--- src/rtl/ip_seq_pkg.sv ---
package ip_seq_pkg;
   typedef enum logic [1:0] {
      EV_NONE  = 2'd0,
      EV_ENTER = 2'd1,
      EV_RET   = 2'd2,
      EV_REDIR = 2'd3
   } ev_e;

   localparam int ST_W   = 4;
   localparam int ST_SUP = 3;
   localparam int ST_FPD = 2;
   localparam int ST_IND = 1;
   localparam int ST_FRZ = 0;

   localparam int PTR_VLD = 0;
   localparam int PTR_ERR = 1;
endpackage

--- src/rtl/ip_seq_arbiter.sv ---
module ip_seq_arbiter
   import ip_seq_pkg::*;
#(
   parameter int VEC_W      = 9,
   parameter int IFAULT_VEC = 1,
   parameter int PRIV_VEC   = 2,
   parameter int IRQ_VEC    = 3
) (
   input  logic             x_vld,
   input  logic             x_err,
   input  logic             exc_req,
   input  logic [VEC_W-1:0] exc_vec,
   input  logic             rte,
   input  logic             sup,
   input  logic             int_dis,
   input  logic             irq,
   input  logic             redirect,
   output ev_e              ev,
   output logic [VEC_W-1:0] vec,
   output logic             ifault
);
   localparam logic [VEC_W-1:0] V_IFAULT = VEC_W'(IFAULT_VEC);
   localparam logic [VEC_W-1:0] V_PRIV   = VEC_W'(PRIV_VEC);
   localparam logic [VEC_W-1:0] V_IRQ    = VEC_W'(IRQ_VEC);

   assign ifault = x_vld & x_err;

   // priority: faulted execute, return/privilege, decode request, interrupt, redirect
   always_comb begin
      ev  = EV_NONE;
      vec = '0;
      if (ifault) begin
         ev  = EV_ENTER;
         vec = V_IFAULT;
      end else if (rte) begin
         if (sup) begin
            ev = EV_RET;
         end else begin
            ev  = EV_ENTER;
            vec = V_PRIV;
         end
      end else if (exc_req) begin
         ev  = EV_ENTER;
         vec = exc_vec;
      end else if (irq && !int_dis) begin
         ev  = EV_ENTER;
         vec = V_IRQ;
      end else if (redirect) begin
         ev = EV_REDIR;
      end
   end
endmodule

--- src/rtl/ip_seq_shadow.sv ---
module ip_seq_shadow #(
   parameter int AW    = 32,
   parameter int SB_W  = 32,
   parameter int NPTR  = 3
) (
   input  logic                     clk,
   input  logic                     rst_n,
   input  logic                     freeze,
   input  logic [NPTR-1:0][AW-1:0]  live,
   input  logic [SB_W-1:0]          sb,
   output logic [NPTR-1:0][AW-1:0]  shadow,
   output logic [SB_W-1:0]          ssb
);
   for (genvar i = 0; i < NPTR; i++) begin : g_ptr
      always_ff @(posedge clk or negedge rst_n) begin
         if (!rst_n)       shadow[i] <= '0;
         else if (!freeze) shadow[i] <= live[i];
      end
   end

   always_ff @(posedge clk or negedge rst_n) begin
      if (!rst_n)       ssb <= '0;
      else if (!freeze) ssb <= sb;
   end
endmodule

--- src/rtl/ip_seq_pipe.sv ---
module ip_seq_pipe
   import ip_seq_pkg::*;
#(
   parameter int AW    = 32,
   parameter int VEC_W = 9,
   parameter int SB_W  = 32
) (
   input  logic             clk,
   input  logic             rst_n,
   input  ev_e              ev,
   input  logic [VEC_W-1:0] vec,
   input  logic [AW-1:0]    vbr,
   input  logic             fetch_fault,
   input  logic             redirect_kill,
   input  logic [AW-1:0]    redirect_tgt,
   input  logic [SB_W-1:0]  sb_set,
   input  logic [SB_W-1:0]  sb_clr,
   input  logic [AW-1:0]    snip_sh,
   input  logic [AW-1:0]    sfip_sh,
   input  logic [SB_W-1:0]  ssb_sh,
   output logic [AW-1:0]    fip,
   output logic [AW-1:0]    nip,
   output logic [AW-1:0]    xip,
   output logic [ST_W-1:0]  psr,
   output logic [ST_W-1:0]  epsr,
   output logic [SB_W-1:0]  sb
);
   localparam logic [AW-1:0]   VBR_KEEP = ~((AW'(1) << (VEC_W + 3)) - AW'(1));
   localparam logic [AW-1:0]   VLD_BIT  = AW'(1) << PTR_VLD;
   localparam logic [AW-1:0]   ERR_BIT  = AW'(1) << PTR_ERR;
   localparam logic [AW-1:0]   FLAGS    = VLD_BIT | ERR_BIT;
   localparam logic [ST_W-1:0] ENTER_SET =
      ST_W'((1 << ST_SUP) | (1 << ST_FPD) | (1 << ST_IND) | (1 << ST_FRZ));
   localparam logic [ST_W-1:0] RESET_ST = ST_W'(1 << ST_SUP);

   logic [AW-1:0] f_eff, f_inc, vec_addr, tgt_ptr;

   always_comb begin
      f_eff = fip;
      if (fetch_fault && fip[PTR_VLD]) f_eff = fip | ERR_BIT;
      f_inc    = ((fip & ~FLAGS) + AW'(4)) | (fip & VLD_BIT);
      vec_addr = (vbr & VBR_KEEP) | (AW'(vec) << 3) | VLD_BIT;
      tgt_ptr  = (redirect_tgt & ~FLAGS) | VLD_BIT;
   end

   always_ff @(posedge clk or negedge rst_n) begin
      if (!rst_n) begin
         fip  <= VLD_BIT;
         nip  <= '0;
         xip  <= '0;
         psr  <= RESET_ST;
         epsr <= '0;
         sb   <= '0;
      end else begin
         unique case (ev)
            EV_ENTER: begin
               xip  <= nip & ~VLD_BIT;
               nip  <= f_eff & ~VLD_BIT;
               fip  <= vec_addr;
               psr  <= psr | ENTER_SET;
               epsr <= psr;
               sb   <= '0;
            end
            EV_RET: begin
               xip <= nip & ~VLD_BIT;
               nip <= snip_sh & ~ERR_BIT;
               fip <= sfip_sh;
               psr <= epsr;
               sb  <= ssb_sh;
            end
            EV_REDIR: begin
               xip <= nip;
               nip <= redirect_kill ? (f_eff & ~VLD_BIT) : f_eff;
               fip <= tgt_ptr;
               sb  <= (sb | sb_set) & ~sb_clr;
            end
            default: begin
               xip <= nip;
               nip <= f_eff;
               fip <= f_inc;
               sb  <= (sb | sb_set) & ~sb_clr;
            end
         endcase
      end
   end
endmodule

--- src/rtl/ip_sequencer.sv ---
module ip_sequencer
   import ip_seq_pkg::*;
#(
   parameter int AW         = 32,
   parameter int VEC_W      = 9,
   parameter int SB_W       = 32,
   parameter int IFAULT_VEC = 1,
   parameter int PRIV_VEC   = 2,
   parameter int IRQ_VEC    = 3
) (
   input  logic             clk,
   input  logic             rst_n,
   input  logic             fetch_fault_i,
   input  logic             irq_i,
   input  logic             exc_req_i,
   input  logic [VEC_W-1:0] exc_vec_i,
   input  logic             rte_i,
   input  logic             redirect_i,
   input  logic             redirect_kill_i,
   input  logic [AW-1:0]    redirect_tgt_i,
   input  logic [AW-1:0]    vbr_i,
   input  logic [SB_W-1:0]  sb_set_i,
   input  logic [SB_W-1:0]  sb_clr_i,
   output logic [AW-1:0]    fip_o,
   output logic [AW-1:0]    nip_o,
   output logic [AW-1:0]    xip_o,
   output logic [AW-1:0]    sfip_o,
   output logic [AW-1:0]    snip_o,
   output logic [AW-1:0]    sxip_o,
   output logic [3:0]       psr_o,
   output logic [3:0]       epsr_o,
   output logic [SB_W-1:0]  sb_o,
   output logic [SB_W-1:0]  ssb_o,
   output logic             ifault_o
);
   localparam int NPTR = 3;

   if (AW < VEC_W + 4) begin : g_bad_aw
      $error("ip_sequencer: AW too small for the vector field");
   end
   if (IFAULT_VEC >= (1 << VEC_W) || PRIV_VEC >= (1 << VEC_W) ||
       IRQ_VEC >= (1 << VEC_W)) begin : g_bad_vec
      $error("ip_sequencer: fixed vector does not fit VEC_W");
   end
   if (ST_W != 4) begin : g_bad_st
      $error("ip_sequencer: status width must be 4");
   end

   ev_e                     ev;
   logic [VEC_W-1:0]        vec;
   logic [NPTR-1:0][AW-1:0] live, shadow;

   ip_seq_arbiter #(
      .VEC_W(VEC_W), .IFAULT_VEC(IFAULT_VEC),
      .PRIV_VEC(PRIV_VEC), .IRQ_VEC(IRQ_VEC)
   ) u_arb (
      .x_vld    (xip_o[PTR_VLD]),
      .x_err    (xip_o[PTR_ERR]),
      .exc_req  (exc_req_i),
      .exc_vec  (exc_vec_i),
      .rte      (rte_i),
      .sup      (psr_o[ST_SUP]),
      .int_dis  (psr_o[ST_IND]),
      .irq      (irq_i),
      .redirect (redirect_i),
      .ev       (ev),
      .vec      (vec),
      .ifault   (ifault_o)
   );

   ip_seq_pipe #(.AW(AW), .VEC_W(VEC_W), .SB_W(SB_W)) u_pipe (
      .clk           (clk),
      .rst_n         (rst_n),
      .ev            (ev),
      .vec           (vec),
      .vbr           (vbr_i),
      .fetch_fault   (fetch_fault_i),
      .redirect_kill (redirect_kill_i),
      .redirect_tgt  (redirect_tgt_i),
      .sb_set        (sb_set_i),
      .sb_clr        (sb_clr_i),
      .snip_sh       (snip_o),
      .sfip_sh       (sfip_o),
      .ssb_sh        (ssb_o),
      .fip           (fip_o),
      .nip           (nip_o),
      .xip           (xip_o),
      .psr           (psr_o),
      .epsr          (epsr_o),
      .sb            (sb_o)
   );

   assign live[0] = xip_o;
   assign live[1] = nip_o;
   assign live[2] = fip_o;

   ip_seq_shadow #(.AW(AW), .SB_W(SB_W), .NPTR(NPTR)) u_shadow (
      .clk    (clk),
      .rst_n  (rst_n),
      .freeze (psr_o[ST_FRZ]),
      .live   (live),
      .sb     (sb_o),
      .shadow (shadow),
      .ssb    (ssb_o)
   );

   assign sxip_o = shadow[0];
   assign snip_o = shadow[1];
   assign sfip_o = shadow[2];
endmodule

--- config.mk ---
export PLATFORM = sky130hd
export DESIGN_NAME = ip_sequencer
export DESIGN_NICKNAME = d
export VERILOG_FILES = /design/src/rtl/ip_seq_pkg.sv /design/src/rtl/ip_seq_arbiter.sv /design/src/rtl/ip_seq_shadow.sv /design/src/rtl/ip_seq_pipe.sv /design/src/rtl/ip_sequencer.sv
export SDC_FILE = /design/constraint.sdc
export NUM_CORES = 1
export LEC_CHECK = 0
export CORE_UTILIZATION = 44
export DETAILED_ROUTE_END_ITERATION = 10
export PLACE_DENSITY = 0.8
export SYNTH_ARGS = -nofsm -noshare
export SYNTH_HDL_FRONTEND = slang
export SYNTH_SLANG_ARGS = --single-unit
--- constraint.sdc ---
create_clock -name clk -period 3.2 [get_ports clk]
set_input_delay 0.48 -clock clk [delete_from_list [all_inputs] [get_ports clk]]
set_output_delay 0.48 -clock clk [all_outputs]
set_load 0.01 [all_outputs]
==> results.tsv <==
stage	metric	value	unit
floorplan	IO Count	410	
floorplan	area of the die	25000	µm²
cells_and_area	P&R area growth vs syn	49.9	%
synthesis	Synth Area in Simple Gates	8.45	%
cells_and_area	Fillers	1755	
floorplan	core area	23700	µm²
detailed_routing	Top Metal Used	met4	
timing	Max Fclk	0.372	GHz
detailed_routing	Detailed Routing Iterations Pass 1	6	
cells_and_area	multi-input logic area	3810	µm²
power_and_ir_drop	PD cells	815	nW/µm²
clock_tree	Setup Buffers After CTS	0	
synthesis	library cells used by synthesis	53	
placed_design	gpl congestion	0.884	
power_and_ir_drop	leakage power	6.90	nW
global_route	total grt overflow	0	
timing	Hold Violations, Final	0	
critical_path	CP max stage delay	770	ps
clock_tree	CTS tree	done	
global_route	largest net degree at the start of global routing	81	
global_route	gr usage total	26.7	%
synthesis	mux share of post-synthesis cell area	14.1	%
clock_tree	Reg clk slew, reported paths	60	ps
synthesis	Compound-Gate Fraction of Synth Area	11.4	%
synthesis	Synth Warn #	0	
detailed_routing	Routed WL per cell	21.6	µm
critical_path	critical path class	primary input to flop	
placed_design	placed cells	1503	
synthesis	ys async rst share	100	%
synthesis	Synth Register Bits	264	
synthesis	number of synthesized flops with an enable pin	0	
floorplan	die height	158	µm
global_route	vias in the first global route	8533	
power_and_ir_drop	Tot Pwr	13.1	mW
timing	final worst path period need	2690	ps
cells_and_area	Seq. cell area	6610	µm²
clock_tree	Root Driver	clkbuf_16	
critical_path	Worst Path Required	3630	ps
timing	Final Max Slew Viols	0	
detailed_routing	First DRT Iteration DRCs	531	
detailed_routing	drt total wl	33500	µm
detailed_routing	Detail Route Antenna Nets	0	
clock_tree	TritonCTS buffer count	27	
detailed_routing	# DRC	0	
status	status	finished clean	
cells_and_area	Layout Nets	1365	
critical_path	CP bufs+invs	1	
power_and_ir_drop	worst vdd ir	0.479	mV
synthesis	sequential share of the synthesized area	61.7	%
cells_and_area	ANT cells	0	
critical_path	Critical Path Start Type	primary input	
timing	hold_ws	397	ps
detailed_routing	met3 WL	1940	µm
synthesis	Avg Inst Size Synth	13.0	µm²
floorplan	Die X	158	µm
critical_path	Arr. time, crit path	3110	ps
global_route	initial antenna violation count	0	
detailed_routing	Metal-1 WL	13900	µm
global_route	first-pass GRT wire length	50800	µm
critical_path	Crit. End Element	flop	
synthesis	Post-synth top flop	dfrtp_1	
synthesis	largest family of logic cells by synthesized area	multiplexers	
clock_tree	post-CTS sizing	0	
timing	final setup fails	0	
timing	crit share post-route	84.0	%
synthesis	post-synth top area cell	dfrtp_1	
placed_design	Place WS	-21.9	ps
clock_tree	H-tree levels	1	
floorplan	Starting Density	45.2	%
cells_and_area	post-route non-filler standard cell count	1554	
run	Max-cap violations	0	
clock_tree	Worst-Skew Late Latency	540	ps
critical_path	worst-path cell chain	clkdlybuf4s50_1, nor4_1, o21a_1, ha_2, and2_1, nand2_1, o31ai_1	
timing	RSZ-0062 raised after global routing	false	
placed_design	Port Buffer Count	395	
clock_tree	Max clock buf depth	3	
critical_path	worst-path maximum fanout	21	
synthesis	Mapped Cells	825	
detailed_routing	met2 routed WL	16700	µm
synthesis	Post-Synth Adder-Cell Area	0.701	%
synthesis	Post-Syn Area	10700	µm²
timing	Tightest Pin Transition	898	ps
detailed_routing	vias per inst	5.54	
synthesis	Synth top area share	61.2	%
cells_and_area	share of cells above drive strength 1	17.4	%
hold_path	Hold WC Path Type	flop to flop	
timing	skew final	18.7	ps
floorplan	Rows	56	
critical_path	Critical-path top delay cell	and2_1	
critical_path	CP top delay family	simple AND/OR/NAND/NOR gates	
timing	fin worst setup slack	512	ps
synthesis	Synth Area in XOR/XNOR	0.818	%
clock_tree	Clock Sinks	264	
placed_design	DP Wirelength	24200	µm
detailed_routing	Via Count	8612	
timing	Max-slew headroom	39.6	%
synthesis	top cells by area, synth	dfrtp_1 61%, mux2_2 13%, o31ai_1 2.7%	
synthesis	syn_nets	976	
-- worst reg2reg max path: stages, from the launching register on --
cell     delay [ps]
dfrtp_1         400
nor2b_1          90
nor4_1          330
o21a_1          270
ha_2            390
and2_1          780
nand2_1         150
o31ai_1         100
-- state kept, by name, summed over array words and instances (netlist names) --
name and cells:
u_pipe.fip 32, u_pipe.psr 4, u_shadow.ssb 32, u_pipe.epsr 4, u_pipe.sb 32, u_pipe.nip 32
u_shadow.shadow 96, u_pipe.xip 32
-- per-layer routing --
metal  vias up  track usage [%]
met5         -                0
met4         0             8.84
met3        66             3.83
met2       312             45.4
met1      4396             35.1
li1       3838                -
-- cell usage after synthesis, drive strengths merged, types with 11 or more instances --
cell	number
dfrtp	262
mux2	128
clkbuf	51
nand2	49
nor2	38
o31ai	38
a22o	28
a222oi	23
nand3	23
a21oi	13
buf	13
o21ai	13
and2	11
inv	11
-- per-stage QoR --
| stage | area, µm² | setup TNS (ps) | util [%] |
|---|---|---|---|
| 5_1_grt | 16100 | 0 | 67.8 |
| 2_1_floorplan | 10700 | 0 | - |
| 4_1_cts | 16100 | 0 | 67.8 |
| 6_report | 16100 | 0 | 67.8 |
| 3_3_place_gp | 15100 | 0 | 63.8 |
| 3_5_place_dp | 15100 | -80.2 | 63.8 |
-- area by class of cell --
type,instances,share of cell area [%]
Multi-Input combinational cell,486,23.7
Inverter,11,0.257
Tap cell,319,2.49
Clock buffer,37,4.75
Sequential cell,264,41.2
Timing Repair Buffer,424,26.5
Clock inverter,13,1.10
-- repair_timing --
item,CTS,global route
endpoints found under the hold margin,74,0
hold buffers,1,0
endpoints found under the setup margin,0,0
-- worst paths after layout --
path | startpoint | endpoint | slack (ps) | depth (start not counted)
max in group asynchronous | rst_n | u_pipe.psr[3]$_DFFE_PN1N_ | 1810 | 3
worst max-delay path | exc_req_i | u_pipe.sb[17]$_DFF_PN0_ | 510 | 7
worst min-delay path | u_pipe.nip[17]$_DFF_PN0_ | u_pipe.xip[17]$_DFF_PN0_ | 400 | 0
worst min register to register | u_pipe.nip[17]$_DFF_PN0_ | u_pipe.xip[17]$_DFF_PN0_ | 400 | 0
min in group asynchronous | rst_n | u_pipe.sb[7]$_DFF_PN0_ | 560 | 2
worst max register to register | u_pipe.psr[1]$_DFFE_PN0N_ | u_pipe.sb[17]$_DFF_PN0_ | 590 | 7
-- power breakdown --
part / switching (mW) / total [mW] / internal [mW]
logic: 1.74 / 4.42 / 2.68
clock network: 1.32 / 3.31 / 1.99
registers: 0.973 / 5.36 / 4.39
-- cell families after synthesis --
logic type / after synthesis
adder cells (fa/ha/maj): 6
XOR/XNOR: 10
multiplexers: 135
AND/OR/NAND/NOR: 180
buffers and inverters: 75
AO/OA/AOI/OAI: 155
flip-flops: 264
-- layout by cell type, fill, tap and decap left out, types with 5 or more instances in the layout --
cell and instances:
mux2_2 128, clkinv_2 5, a22o_1 27, nor3_1 10, xnor2_1 9, clkbuf_16 27
a21oi_1 13, clkbuf_1 5, or4_1 7, a31oi_1 7, buf_4 22, buf_12 6
nor4_1 7, inv_1 11, or3_1 5, mux2i_1 7, and2_1 11, a222oi_1 23
o31ai_1 38, o21ai_0 13, clkbuf_8 5, and4_1 6, nand3_1 22, nand2_1 49
clkdlybuf4s50_1 394, dfrtp_1 261, a211oi_1 7, nand4_1 10, nor2_1 38
(Power assumes the default switching activity.)
